==> src/rtl/ide_irq_regs.sv <==
module ide_irq_regs #(
  parameter int DW = 8
) (
  input  logic          clk,
  input  logic          rst_n,
  input  logic [3:0]    io_addr,
  input  logic          io_wr,
  input  logic          io_rd,
  input  logic [DW-1:0] io_wdata,
  output logic [DW-1:0] io_rdata,
  input  logic [1:0]    chan_irq,
  input  logic [1:0]    chan_active,
  input  logic [1:0]    chan_err,
  output logic          irq_out
);
  localparam logic [1:0] OFF_CMD = 2'd0;
  localparam logic [1:0] OFF_MODE = 2'd1;
  localparam logic [1:0] OFF_STAT = 2'd2;
  localparam logic [1:0] OFF_TIME = 2'd3;

  logic [1:0][DW-1:0] cmd_q, time_q;
  logic [1:0][1:0]    ctl_q;
  logic [1:0]         err_q, evt_q, flag_q, mask_q;

  logic       ch, hit;
  logic [1:0] off;
  assign ch  = io_addr[3];
  assign hit = ~io_addr[2];
  assign off = io_addr[1:0];

  logic wr_cmd, wr_mode, wr_stat, wr_time;
  assign wr_cmd  = io_wr & hit & (off == OFF_CMD);
  assign wr_mode = io_wr & hit & (off == OFF_MODE);
  assign wr_stat = io_wr & hit & (off == OFF_STAT);
  assign wr_time = io_wr & hit & (off == OFF_TIME);

  always_ff @(posedge clk) begin
    if (!rst_n) begin
      cmd_q  <= '0;
      time_q <= '0;
      ctl_q  <= '0;
      err_q  <= '0;
      evt_q  <= '0;
      flag_q <= '0;
      mask_q <= '0;
    end else begin
      flag_q <= chan_irq;
      if (wr_mode) mask_q <= io_wdata[5:4];
      for (int c = 0; c < 2; c++) begin
        logic sel;
        sel = (ch == c[0]);
        if (wr_cmd && sel)  cmd_q[c]  <= io_wdata;
        if (wr_time && sel) time_q[c] <= io_wdata;
        if (wr_stat && sel) ctl_q[c]  <= io_wdata[6:5];
        err_q[c] <= chan_err[c] | (err_q[c] & ~(wr_stat & sel & io_wdata[1]));
        evt_q[c] <= (chan_irq[c] & ~flag_q[c]) |
                    (evt_q[c] & ~(wr_stat & sel & io_wdata[2]));
      end
    end
  end

  assign irq_out = (flag_q[0] & ~mask_q[0]) | (flag_q[1] & ~mask_q[1]);

  logic [DW-1:0] mode_byte, stat_byte;
  assign mode_byte = DW'({2'b00, mask_q, flag_q, 2'b00});
  assign stat_byte = DW'({1'b0, ctl_q[ch], 2'b00, evt_q[ch], err_q[ch], chan_active[ch]});

  always_comb begin
    io_rdata = '0;
    if (io_rd && hit) begin
      unique case (off)
        OFF_CMD:  io_rdata = cmd_q[ch];
        OFF_MODE: io_rdata = mode_byte;
        OFF_STAT: io_rdata = stat_byte;
        default:  io_rdata = time_q[ch];
      endcase
    end
  end
endmodule


==> config.mk <==
export PLATFORM = sky130hd
export DESIGN_NAME = ide_irq_regs
export DESIGN_NICKNAME = d
export VERILOG_FILES = /design/src/rtl/ide_irq_regs.sv
export SDC_FILE = /design/constraint.sdc
export NUM_CORES = 1
export LEC_CHECK = 0
export BUFFER_PORTS_ARGS = -buffer_cell sky130_fd_sc_hd__buf_2
export CORE_MARGIN = 3
export CORE_UTILIZATION = 35
export CTS_BUF_LIST = sky130_fd_sc_hd__clkbuf_8
export DETAILED_ROUTE_END_ITERATION = 10
export PLACE_DENSITY = 0.59
export SLEW_MARGIN = 20
export SYNTH_ARGS = -nofsm -noshare
export SYNTH_HDL_FRONTEND = slang
export SYNTH_SLANG_ARGS = --single-unit
==> constraint.sdc <==
create_clock -name clk -period 1.9 [get_ports clk]
set_clock_uncertainty 0.15 [all_clocks]
set_input_delay 0.38 -clock clk [delete_from_list [all_inputs] [get_ports clk]]
set_output_delay 0.38 -clock clk [all_outputs]
set_load 0.03 [all_outputs]
==> impl_summary.log <==
[metrics] crit path kind: primary input to output pin
[metrics] diodes inserted: 0
[metrics] I/O pin cnt: 31
[metrics] Max Freq: ~540 MHz
[metrics] via count of the routed design: ~1.7k
[metrics] TritonCTS clock tree: built
[metrics] portion of synthesized cell area occupied by the leading cell type: 0.4259
[metrics] hold path start: io_wdata[1]
[metrics] number of buffer and inverter stages on the critical path: 4
[metrics] share of layout cells above drive strength 1: 0.2963
[metrics] critical path's largest stage delay: around 0.16 ns
[metrics] DRC marker count from the first detailed-route iteration: 87
[metrics] end-of-flow core utilization: 0.4770
[metrics] outcome: finished, final reports clean
[metrics] Synth Area per Inst: approximately 9.4 um^2
[metrics] standard-cell rows: 27
[metrics] cell seen most often among critical-path stages: buf_4
[metrics] Crit path max-delay family: buffers and inverters
[metrics] minimum clock period after layout: 1.843 ns
[metrics] setup violation total in the final timing report: 0
[metrics] cells taking the most area after synthesis: dfxtp_1, mux2i_1, nand2_1, mux2_2, nor2b_1
[metrics] ys async rst share: 0
[metrics] total of max-cap violations: 0
[metrics] arrival time at the worst endpoint: ~1.3 ns
[metrics] Netlist Area Pre-Place: around 2100 um^2
[metrics] via count of the first global-routing pass: 1,658
[metrics] critical path startpoint: io_addr[0]
[metrics] Worst IR Drop VDD: between 0.3 and 0.4 mV
[metrics] post-detailed-route via-to-cell ratio: 4.857
[metrics] CP endpoint kind: output pin
[metrics] beginning of the worst register-to-register path: flag_q[1]$_SDFF_PN0_
[metrics] syn_nets: 243
[metrics] clock-pin slew of the registers on the worst-case setup and hold paths: around 0.080 ns
[metrics] number of input and output port buffers inserted: 30
[metrics] area delta synth->final: 29.34%
[metrics] worst setup timing slack at the placement stage: -0.09525 ns
[metrics] number of buffers on the longest clock path: 2
[metrics] cell type with the highest aggregate area in the netlist: dfxtp_1
[metrics] number of cells on the worst hold path: 2
[metrics] number of design rule violations left after detail routing: 0
[metrics] unrepaired setup endpoints after global routing: no
[metrics] cts bufs inserted: 5
[metrics] area of the die: 6867 um^2
[metrics] Worst Reg2Reg Path Length in Cells: 3
[metrics] critical path depth in cells: 7
[metrics] Post-CTS Setup Bufs: 0
[metrics] Pwr Density: 666.9 nW/um^2
[metrics] maximum net fanout on the critical path: 7
[metrics] gr ovfl total: 0
[metrics] wire length per cell after detailed routing: roughly 14 um
[metrics] DPL Wire Length: ~3700 um
[metrics] power consumption: approximately 1.8 mW
[metrics] count of yosys warnings during synthesis: 0
[metrics] final routed wirelength across all metal layers: between 4000 and 5000 um
[metrics] wire length of the first global-routing pass: approximately 8000 um
[metrics] Critical Path Source Type: primary input
[metrics] die width: about 83 um
[metrics] share of synthesized area occupied by flip-flops and latches: 0.4259
[metrics] placer's final routability congestion estimate: about 0.80
[metrics] maximum number of pins on one net before global-route repair: 21
[metrics] antenna violations before repair: 0
[metrics] count of TritonRoute iterations in the first routing pass: 4
[metrics] Setup WS post-layout: ~0.057 ns
[metrics] count of flip-flops with a built-in enable after synthesis: 0
[metrics] clock latency of the later-clocked register in the worst-skew pair: a little under 0.3 ns
[metrics] post-route fraction of the period consumed by the critical path: 0.9700
[metrics] Final Slew Violations: 0
[metrics] cell with the largest stage delay on the worst path: buf_4
[metrics] Slew @ Worst Pin: between 0.3 and 0.4 ns
[metrics] # H-tree levels: 2
[metrics] r2r endpoint: evt_q[1]$_SDFF_PN0_
[metrics] initial core utilization: 0.3688
[metrics] Chip Height: around 83 um
[metrics] worst max-slew margin expressed relative to the limit: 0.7731
[metrics] root buffer cell: clkbuf_8
[metrics] cells traversed along the worst timing path: buf_2 > buf_4 > nand2b_4 > buf_4 > nor2_1 > o21a_1 > buf_4
[metrics] Core ar.: about 5600 um^2
[metrics] Yosys cell types: 24
[metrics] quantity of hold-fixing buffers added after cts: 0
[metrics] cell count after synthesis: approximately 220
[metrics] leak pwr: 1.104 nW
[metrics] setup slack, reg-to-reg: just under 1 ns
[metrics] end of the critical path: io_rdata[6]
[metrics] Post-layout nets: slightly below 300
[metrics] worst path required time: around 1.4 ns
[metrics] dominant register cell in the synthesized netlist: dfxtp_1
[metrics] Overall Global Routing Usage: 0.1403
[metrics] clock sink count: 44
[metrics] number of antenna-violating nets in the routed design: 0
[metrics] Final Hold Violating Endpoints: 0
[metrics] class of the tightest hold or removal check: primary input to register
[metrics] Synth Register Bits: 44
## state kept, by name, indices dropped and copies added (netlist names)
register and flops:
evt_q 2, cmd_q 16, time_q 16, flag_q 2, err_q 2, mask_q 2, ctl_q 4
## cell type report
type	count	area [um^2]
multi-input combinational	160	1174
clock buffer	6	82.58
clock inverter	2	11.26
inverter	4	15.01
sequential	44	880.8
fill	548	2933
tap	72	90.09
timing repair buffer	54	421.7
## layout by cell type (no fill, tap or decap), types with 3 or more instances in the layout
master / count
a21oi_1: 4
buf_12: 3
buf_2: 23
buf_4: 22
buf_6: 5
clkbuf_8: 6
dfxtp_1: 44
inv_1: 5
mux2_2: 4
mux2i_1: 54
nand2_1: 45
nor2_1: 8
nor2b_1: 6
o21a_1: 5
o21ai_0: 6
o22ai_1: 4
o22ai_2: 3
## how the worst min path moves through the flow
| stage | end | slack, ns |
|---|---|---|
| after floorplan | ctl_q[2]$_SDFFE_PN0N_ | 0.28 |
| after global placement | cmd_q[13]$_SDFFE_PN0P_ | 0.29 |
| after detailed placement | time_q[10]$_SDFFE_PN0P_ | 0.29 |
| after CTS | err_q[1]$_SDFF_PN0_ | 0.14 |
| after global routing | flag_q[1]$_SDFF_PN0_ | 0.14 |
| final | err_q[1]$_SDFF_PN0_ | 0.15 |
## timing repair
action / CTS / global route
endpoints found under the setup margin: 8 / 7
pin swaps: 0 / 1
resized for setup: 13 / 10
gates cloned: 0 / 1
## per-layer routing
layer  vias up  share of wire  global-route usage
met5         -              0                   0
met4         0              0             0.03418
met3         0          0.038             0.03175
met2        35           0.47              0.2296
met1       776           0.50              0.1870
li1        850              -                   -
## worst register-to-register path: cells and delay by family (launching register included)
kind | cells | cell delay (ns)
compound gates | 2 | 0.22
simple gates | 1 | 0.15
flops | 1 | 0.33
## through the flow
step | area, um^2 | hold slack, ns | setup TNS (ns) | cells
6_report | 2675 | 0.1460 | 0 | 342
5_1_grt | 2675 | 0.1424 | 0 | 342
4_1_cts | 2621 | 0.1356 | 0 | 341
3_5_place_dp | 2489 | 0.2948 | -0.4283 | 333
3_3_place_gp | 2489 | 0.2917 | -0.3552 | 333
2_1_floorplan | 2108 | 0.2813 | -0.007356 | 221
## cell families after synthesis
group | Yosys count | synth area share
and+or+nand+nor | 73 | 0.1676
muxes | 59 | 0.2880
DFF | 44 | 0.4259
AOI/OAI and AO/OA | 28 | 0.08167
buffers and inverters | 17 | 0.03690
## cell usage after synthesis, types with 2 or more instances
library cell  number
nand2b_1           2
buf_2              4
a21oi_1            4
a31oi_1            2
nand2_1           45
or2_1              2
a211oi_1           2
nor2_1             8
mux2i_1           55
inv_1              4
clkbuf_1           8
dfxtp_1           44
o21a_1             5
o21ai_0            8
o22ai_1            7
nor2b_1            7
mux2_2             4
and2_1             3
nor2_4             2
## power breakdown
group / switching (mW) / total, mW / internal [mW]
combinational: 0.125 / 0.236 / 0.112
sequential: 0.0111 / 0.952 / 0.941
clock: 0.306 / 0.596 / 0.290
Note: power is estimated with default switching activity, not from simulation.
